`config.mk`:
```
export PLATFORM = sky130hd
export DESIGN_NAME = mbus_ctrl
export DESIGN_NICKNAME = d
export VERILOG_FILES = /design/src/rtl/mbus_pkg.sv /design/src/rtl/mbus_fsm.sv /design/src/rtl/mbus_xact.sv /design/src/rtl/mbus_drive.sv /design/src/rtl/mbus_ctrl.sv
export SDC_FILE = /design/constraint.sdc
export NUM_CORES = 1
export LEC_CHECK = 0
export ABC_CLOCK_PERIOD_IN_PS = 1700
export BUFFER_PORTS_ARGS = -buffer_cell sky130_fd_sc_hd__buf_2
export CAP_MARGIN = 20
export CELL_PAD_IN_SITES_DETAIL_PLACEMENT = 0
export CELL_PAD_IN_SITES_GLOBAL_PLACEMENT = 1
export CORE_UTILIZATION = 33
export CTS_CLUSTER_SIZE = 40
export DETAILED_ROUTE_END_ITERATION = 7
export HOLD_SLACK_MARGIN = 0.12
export PLACE_DENSITY = 0.84
export SYNTH_ARGS = -nofsm -noshare
export SYNTH_HDL_FRONTEND = slang
export SYNTH_SLANG_ARGS = --single-unit
export TNS_END_PERCENT = 100
```
`constraint.sdc`:
```
create_clock -name clk -period 1.7 [get_ports clk]
set_input_delay 0.085 -clock clk [delete_from_list [all_inputs] [get_ports clk]]
set_output_delay 0.085 -clock clk [all_outputs]
set_load 0.01 [all_outputs]
```
`src/rtl/mbus_pkg.sv`:
```
package mbus_pkg;
    parameter int BUS_W = 16;

    typedef enum logic [2:0] {
        S_IDLE, S_ARB, S_ADR, S_AWAIT, S_DAT, S_DEND, S_HOLD
    } bus_state_e;

    typedef struct packed {
        logic [BUS_W-1:0] addr;
        logic [BUS_W-1:0] wdata;
        logic             write;
        logic             mem;
        logic             dat;
        logic             lock;
    } xact_t;
endpackage

```
`src/rtl/mbus_fsm.sv`:
```
module mbus_fsm
    import mbus_pkg::*;
(
    input  logic       clk,
    input  logic       rst_n,
    input  logic       req_valid,
    input  logic       cur_lock,
    input  logic       gnt_n,
    input  logic       lock_in_n,
    input  logic       busy_in_n,
    input  logic       rdya,
    input  logic       rdyd,
    output bus_state_e state,
    output logic       in_seq,
    output logic       req_ready,
    output logic       accept,
    output logic       finish
);
    bus_state_e nxt;

    assign req_ready = (state == S_IDLE) || (state == S_HOLD);
    assign accept    = req_valid && req_ready;
    assign finish    = (state == S_DEND) && rdyd;

    always_comb begin
        nxt = state;
        unique case (state)
            S_IDLE:  if (accept) nxt = S_ARB;
            S_ARB:   if (!gnt_n && lock_in_n && busy_in_n) nxt = S_ADR;
            S_ADR:   nxt = S_AWAIT;
            S_AWAIT: if (rdya) nxt = S_DAT;
            S_DAT:   nxt = S_DEND;
            S_DEND:  if (rdyd) nxt = cur_lock ? S_HOLD : S_IDLE;
            S_HOLD:  if (accept) nxt = S_ADR;
            default: nxt = S_IDLE;
        endcase
    end

    always_ff @(posedge clk or negedge rst_n) begin
        if (!rst_n) begin
            state  <= S_IDLE;
            in_seq <= 1'b0;
        end else begin
            state <= nxt;
            if (finish) in_seq <= cur_lock;
        end
    end

    assert_start_gated_R3: assert property (@(posedge clk) disable iff (!rst_n)
        (state == S_ADR && $past(state) == S_ARB) |->
            ($past(!gnt_n) && $past(lock_in_n) && $past(busy_in_n)));

    assert_addr_wait_R5: assert property (@(posedge clk) disable iff (!rst_n)
        (state == S_AWAIT && !rdya) |=> (state == S_AWAIT));

    assert_data_wait_R6: assert property (@(posedge clk) disable iff (!rst_n)
        (state == S_DEND && !rdyd) |=> (state == S_DEND));

    assert_no_accept_R12: assert property (@(posedge clk) disable iff (!rst_n)
        (state == S_ADR) |-> !req_ready);
endmodule

```
`src/rtl/mbus_xact.sv`:
```
module mbus_xact
    import mbus_pkg::*;
(
    input  logic             clk,
    input  logic             rst_n,
    input  logic             accept,
    input  xact_t            req,
    input  logic             finish,
    input  logic [BUS_W-1:0] ib_in,
    output xact_t            cur,
    output logic [BUS_W-1:0] rd_data,
    output logic             done
);
    always_ff @(posedge clk or negedge rst_n) begin
        if (!rst_n) begin
            cur     <= '0;
            rd_data <= '0;
            done    <= 1'b0;
        end else begin
            if (accept) cur <= req;
            done <= finish;
            if (finish && !cur.write) rd_data <= ib_in;
        end
    end

    assert_done_pulse_R11: assert property (@(posedge clk) disable iff (!rst_n)
        done |=> !done);
endmodule

```
`src/rtl/mbus_drive.sv`:
```
module mbus_drive
    import mbus_pkg::*;
(
    input  logic             clk,
    input  logic             rst_n,
    input  bus_state_e       state,
    input  xact_t            cur,
    input  logic             in_seq,
    input  logic             gnt_n,
    output logic             bus_req_n,
    output logic             ctl_oe,
    output logic             ib_oe,
    output logic [BUS_W-1:0] ib_out,
    output logic             strba,
    output logic             strbd_n,
    output logic             busy_out_n,
    output logic             lock_out_n,
    output logic             rd_wr,
    output logic             mem_io,
    output logic             dat_ins
);
    logic addr_ph, data_ph, active, owning;

    always_comb begin
        addr_ph    = (state == S_ADR) || (state == S_AWAIT);
        data_ph    = (state == S_DAT) || (state == S_DEND);
        active     = addr_ph || data_ph;
        owning     = active || (state == S_HOLD);
        bus_req_n  = (state != S_ARB);
        ctl_oe     = owning && !gnt_n;
        ib_oe      = ctl_oe && (addr_ph || (data_ph && cur.write));
        ib_out     = data_ph ? cur.wdata : cur.addr;
        strba      = (state == S_ADR);
        strbd_n    = !data_ph;
        busy_out_n = !active;
        lock_out_n = ((state == S_HOLD) || (active && (cur.lock || in_seq)))
                     ? 1'b0 : busy_out_n;
        rd_wr      = !cur.write;
        mem_io     = cur.mem;
        dat_ins    = cur.dat;
    end

    assert_float_R4: assert property (@(posedge clk) disable iff (!rst_n)
        !ctl_oe |-> !ib_oe);

    assert_astrobe_once_R5: assert property (@(posedge clk) disable iff (!rst_n)
        strba |=> !strba);

    assert_busy_lock_R9: assert property (@(posedge clk) disable iff (!rst_n)
        !busy_out_n |-> !lock_out_n);
endmodule

```
`src/rtl/mbus_ctrl.sv`:
```
module mbus_ctrl
    import mbus_pkg::*;
(
    input  logic             clk,
    input  logic             rst_n,
    input  logic             req_valid,
    output logic             req_ready,
    input  logic [BUS_W-1:0] req_addr,
    input  logic [BUS_W-1:0] req_wdata,
    input  logic             req_write,
    input  logic             req_mem,
    input  logic             req_data,
    input  logic             req_lock,
    output logic [BUS_W-1:0] rd_data,
    output logic             done,
    output logic             bus_req_n,
    input  logic             bus_gnt_n,
    input  logic             busy_in_n,
    input  logic             lock_in_n,
    output logic             busy_out_n,
    output logic             lock_out_n,
    input  logic             rdya,
    input  logic             rdyd,
    input  logic [BUS_W-1:0] ib_in,
    output logic [BUS_W-1:0] ib_out,
    output logic             ib_oe,
    output logic             ctl_oe,
    output logic             strba,
    output logic             strbd_n,
    output logic             rd_wr,
    output logic             mem_io,
    output logic             dat_ins
);
    bus_state_e state;
    xact_t      req, cur;
    logic       in_seq, accept, finish;

    assign req = '{addr: req_addr, wdata: req_wdata, write: req_write,
                   mem: req_mem, dat: req_data, lock: req_lock};

    mbus_fsm u_fsm (
        .clk(clk), .rst_n(rst_n), .req_valid(req_valid), .cur_lock(cur.lock),
        .gnt_n(bus_gnt_n), .lock_in_n(lock_in_n), .busy_in_n(busy_in_n),
        .rdya(rdya), .rdyd(rdyd), .state(state), .in_seq(in_seq),
        .req_ready(req_ready), .accept(accept), .finish(finish)
    );

    mbus_xact u_xact (
        .clk(clk), .rst_n(rst_n), .accept(accept), .req(req), .finish(finish),
        .ib_in(ib_in), .cur(cur), .rd_data(rd_data), .done(done)
    );

    mbus_drive u_drive (
        .clk(clk), .rst_n(rst_n), .state(state), .cur(cur), .in_seq(in_seq),
        .gnt_n(bus_gnt_n), .bus_req_n(bus_req_n), .ctl_oe(ctl_oe),
        .ib_oe(ib_oe), .ib_out(ib_out), .strba(strba), .strbd_n(strbd_n),
        .busy_out_n(busy_out_n), .lock_out_n(lock_out_n), .rd_wr(rd_wr),
        .mem_io(mem_io), .dat_ins(dat_ins)
    );
endmodule

```
# Yosys cells after proc, flatten, opt, wreduce, memory -nomap -nowiden
# Index checks and enable logic that the tools add are counted.
classes:
  n_eq_ne: 12
  mux: 9
  reduce_logical: 23
op_table:
  columns: ["cell", "n"]
  rows:
  - ["3-bit one-hot mux with 7 select lines", 1]
  - ["3-bit 2-to-1 mux", 6]
  - ["16-bit 2-to-1 mux", 1]
  - ["3-bit equality test, second input constant", 3]
  - ["1-bit logical AND", 9]
  - ["1-bit logical OR", 8]
  - ["2-bit != test, second input constant", 4]
  - ["3-bit by 2-bit equality test with 1-bit output, second input constant", 2]
  - ["5-bit AND reduction", 1]
  - ["1-bit logical NOT", 4]
  - ["3-bit by 1-bit equality test with 1-bit output, second input constant", 1]
  - ["3-bit logical NOT", 1]
  - ["3-bit by 1-bit != test with 1-bit output, second input constant", 1]
  - ["2-bit by 1-bit != test with 1-bit output, second input constant", 1]
  - ["1-bit 2-to-1 mux", 1]
word_totals:
  reg_bits: 57
  inputBits: 60
  output_inout_bits: 44
  elab_cells: 54

# Longest topological paths before layout
depth:
  word_depth: 6
  depth_mapped: 7
  depth_no_buf: 4

# Modules after synthesis
# A second synthesis with hierarchy kept.
unflattened:
  hier_cells: 178
  hier_area_um2: 2653.8
modules_own_cells:
  columns: ["mod", "n_inst", "cells_per_inst", "area_each_um2", "seq_area_each_um2"]
  rows:
  - ["mbus_xact", 1, 112, 2005.7, 1326.3]
  - ["mbus_drive", 1, 33, 346.6, 0.0]
  - ["mbus_fsm", 1, 33, 301.5, 100.1]

# Worst setup path before layout
# Ideal clock, no wire load.
synth_path:
  path_type: "reg2reg"
  startpoint: "reg u_fsm.state[2]"
  endpoint: "reg u_xact.cur[10] (netlist name)"
  setup_ns: 0.125
  t_arrival_ns: 1.667
  required_time_ns: 1.575
  setup_slack_ns: -0.092
  path_stages_with_launch: 6
  n_path_buf: 2
  period_less_slack_ns: 1.792
  path_cell_list: "dfrtp_1 buf_6 nor2b_4 nor4b_4 buf_6 mux2_4"
synth_via:
  elab_chain_len: 3
  elab_cells_between_ends: 4
  cone_classes: "1 x eq/ne; 3 x reduce/logical"
synth_rtl:
  columns: ["item", "line", "text"]
  rows:
  - ["from (decl)", "mbus_fsm.sv:13", "output bus_state_e state,"]
  - ["from (signal assigned)", "mbus_fsm.sv:44", "state <= nxt;"]
  - ["3-bit equality test / 3-bit logical NOT (equally long branches)", "mbus_fsm.sv:21", "assign req_ready = (state == S_IDLE) || (state == S_HOLD);"]
  - ["1-bit logical OR *", "mbus_fsm.sv:21", null]
  - ["1-bit logical AND *", "mbus_fsm.sv:22", "assign accept = req_valid && req_ready;"]
# Every way passes the cells marked *; elsewhere a longest branch is shown, timed or not.
# A chain may end at the register's enable or synchronous reset.

# Final worst setup path
layout_path:
  startpoint: "reg u_fsm.state[1]"
  endpoint: "reg u_xact.cur[1] (netlist name)"
layout_via:
  elab_chain_len: 3
  elab_cells_between_ends: 4
  cone_classes: "1 x eq/ne; 3 x reduce/logical"
layout_rtl:
  columns: ["item", "line"]
  rows:
  - ["3-bit equality test / 3-bit logical NOT (equally long branches)", "mbus_fsm.sv:21"]
  - ["1-bit logical OR *", "mbus_fsm.sv:21"]
  - ["1-bit logical AND *", "mbus_fsm.sv:22"]
# Marks and branches as above.

==> impl_metrics.env <==
export IMPL_combPwrFrac_pct=49.8
export IMPL_peakVddDrop_mv=0.741
export IMPL_die_y_um=90.3
export IMPL_crit_arrival_ps=1850
export IMPL_rsz0062_at_grt="yes"
export IMPL_ys_seq_area_share_pct=54.4
export IMPL_dp_cells=403
export IMPL_drc=0
export IMPL_first_pass_iters=4
export IMPL_finalNonFillerCells=466
export IMPL_synth_seq_cells=56
export IMPL_hp_start="lock_in_n"
export IMPL_numPortBuffers=103
export IMPL_rows=31
export IMPL_grt_pass1_vias=2066
export IMPL_clock_path_buffers=2
export IMPL_finalHoldViolations=0
export IMPL_h_tree_depth=2
export IMPL_synth_cell_types=27
export IMPL_worstSkewPairLatency_ps=310
export IMPL_avgRoutedWirePerCell_um=13.2
export IMPL_grt_pass1_wl_um=9900
export IMPL_antenna_found_initial=0
export IMPL_period_minus_slack_ps=1650
export IMPL_cts_buffers=5
export IMPL_reg2reg_to="u_xact.cur[1]"
export IMPL_worst_setup_path_type="reg2reg"
export IMPL_relSlewSlack_pct=71.8
export IMPL_drt_iter0_markers=42
export IMPL_reg2reg_slack_ps=50
export IMPL_drive_above_1_share_pct=49.6
export IMPL_netlist_area_um2=2570
export IMPL_viasPerCell=4.39
export IMPL_r2r_start="u_fsm.state[1]"
export IMPL_p_int_w=0.00406
export IMPL_routed_wl_um=6140
export IMPL_end_kind="flop"
export IMPL_nets=426
export IMPL_max_clock_freq_mhz=607
export IMPL_drtAntennaViolNets=0
export IMPL_final_util_pct=53.1
export IMPL_cp_max_fo=24
export IMPL_fp_dieW_um=90.3
export IMPL_fin_skew_ps=6.54
export IMPL_clk_pin_slew_worst_paths_ps=100
export IMPL_leakagePower_nw=1.99
export IMPL_rr_worst_depth=4
export IMPL_tritoncts="done"
export IMPL_dpl_hpwl_um=4230
export IMPL_antenna_cells=0
export IMPL_synth_area_leaders="dfrtp_1 (54%), mux2_4 (17%), mux2_2 (10%), nand2_1 (7.3%), buf_6 (1.7%)"
export IMPL_fin_crit_sh_pct=97.0
export IMPL_max_slew_worst_pin_slew_ps=422
export IMPL_syn_inst=198
export IMPL_initial_core_util_pct=34.8
export IMPL_status="finished, final reports clean"
export IMPL_maxCapViolCount=0
export IMPL_vias=2045
export IMPL_power_frac_seq_pct=38.1
export IMPL_clock_sinks=56
export IMPL_critPathRequiredTime_ps=1900
export IMPL_tns_ps=0
export IMPL_grt_overflow=0
export IMPL_min_path_type="in2reg"
export IMPL_gp_congestion=0.707
export IMPL_synth_top_cell_by_area="dfrtp_1"
export IMPL_area_growth_pct=52.8
export IMPL_syn_area_per_cell_um2=13.0
export IMPL_yosysWarnings=0
export IMPL_holdPathEnd="u_fsm.state[0]"
export IMPL_pwr_share_clk_pct=12.2
export IMPL_hold_path_depth=4
export IMPL_setup_viol=0
export IMPL_grt_max_degree=25
export IMPL_critPathLaunchType="flop"
export IMPL_sw_frac_of_total_pct=34.7
export IMPL_core_region_area_um2=7410
export IMPL_gr_usage_all_layers_pct=15.2
export IMPL_slew_viol_final=0
export IMPL_pin_count=104
export IMPL_cts_root_buf="clkbuf_8"
export IMPL_die_area_um2=8160
export IMPL_syn_nets=258
export IMPL_power_switching_w=0.00216
export IMPL_yosys_area_top_type_share_pct=54.4
export IMPL_p_per_area_nw_per_um2=1580
layout make-up:
cell class              count  area (um2)
clock buffers               6        82.6
repair buffers            172        1220
multi-input cells         127        1080
flip-flops and latches     56        1400
clock inverters             2        13.8
well taps                  99         124
inverters                   4        15.0
fillers                   643        3470
kinds of logic after synthesis:
family	count (synthesis)	synth area share (%)
flip-flops	56	54.4
AO/OA/AOI/OAI	8	2.38
AND/OR/NAND/NOR	66	12.1
buffers and inverters	15	3.60
multiplexers	53	27.6
repair_timing:
item	in CTS	in global routing
resized for setup	0	2
buffers inserted	0	0
hold buffers	55	0
endpoints found under the hold margin	110	0
endpoints found under the setup margin	0	20
per-layer routing:
layer / track usage [%] / up-vias / routed length [um]
met5: 0 / - / 0
met1: 18.8 / 958 / 2690
met4: 3.09 / 0 / 61
li1: - / 1004 / -
met3: 3.28 / 8 / 301
met2: 27.2 / 75 / 3090
state kept, by name, indices dropped and copies added (netlist names):
| register | cells |
|---|---|
| u_xact.cur | 36 |
| u_xact.rd_data | 16 |
| u_xact.done | 1 |
| u_fsm.state | 3 |
per-stage QoR:
stage | instance area [um2] | total power [W] | hold slack [ps] | setup WS (ps)
after detailed placement | 3280 | 0.00539 | 50.6 | 54.4
after global routing | 3930 | 0.00665 | 186 | -8.78
after CTS | 3930 | 0.00627 | 162 | 34.0
final | 3930 | 0.00622 | 169 | 51.5
after floorplan | 2570 | 0.00433 | -211 | -92.3
after global placement | 3280 | 0.00529 | 50.3 | 79.8
cells in the mapped netlist:
master,instances
nor4_1,1
buf_4,1
o221a_2,1
nor2b_4,1
dfrtp_1,56
o21ai_0,2
mux2_4,30
nor3b_1,1
mux2_2,23
nor2b_1,2
buf_2,2
nand2_1,50
nand3_1,1
nand3b_1,1
nand2b_1,1
buf_1,1
a221oi_1,2
nor4b_4,1
nor2_1,5
a21o_1,1
nor3_4,1
a32o_1,1
inv_1,4
nor3_1,1
a21oi_1,1
buf_6,4
clkbuf_1,3
critical path, stage by stage (launching register included):
cell     delay (ps)
dfrtp_1         420
nor2b_1         180
nor4b_4         320
buf_12          250
mux2_2          360
power by group through the flow:
stage / Combinational (W) / Sequential (W) / Clock (W)
finish: 0.00310 / 0.00237 / 0.000757
global route: 0.00336 / 0.00246 / 0.000831
CTS: 0.00310 / 0.00237 / 0.000792
detailed placement: 0.00301 / 0.00238 / 0
global placement: 0.00294 / 0.00235 / 0
floorplan: 0.00195 / 0.00238 / 0
worst max-delay path by stage:
stage | from | end | cells after the start
floorplan | u_fsm.state[2] | u_xact.cur[10] | 5
global placement | u_fsm.state[1] | u_xact.cur[6] | 4
detailed placement | u_fsm.state[1] | u_xact.cur[20] | 4
CTS | u_fsm.state[1] | u_xact.cur[4] | 4
global route | u_fsm.state[1] | u_xact.cur[29] | 4
finish | u_fsm.state[1] | u_xact.cur[1] | 4
layout by cell type, fill, tap and decap left out:
| cell | count |
|---|---|
| nand3_1 | 1 |
| a221oi_1 | 2 |
| nor3b_1 | 1 |
| buf_4 | 9 |
| nor3_4 | 1 |
| nor2b_4 | 1 |
| nor2_1 | 5 |
| nand3b_1 | 1 |
| inv_1 | 4 |
| buf_6 | 2 |
| a21o_1 | 1 |
| nor3_1 | 1 |
| nand2b_1 | 1 |
| nand2_1 | 50 |
| o221a_2 | 1 |
| nor2b_1 | 2 |
| a32o_1 | 1 |
| a21oi_1 | 1 |
| buf_2 | 103 |
| clkinv_2 | 1 |
| inv_6 | 1 |
| nor4_1 | 1 |
| nor4b_4 | 1 |
| mux2_4 | 30 |
| clkbuf_8 | 6 |
| buf_12 | 3 |
| dlygate4sd3_1 | 55 |
| mux2_2 | 23 |
| dfrtp_1 | 56 |
| o21ai_0 | 2 |
(Power assumes the default switching activity.)
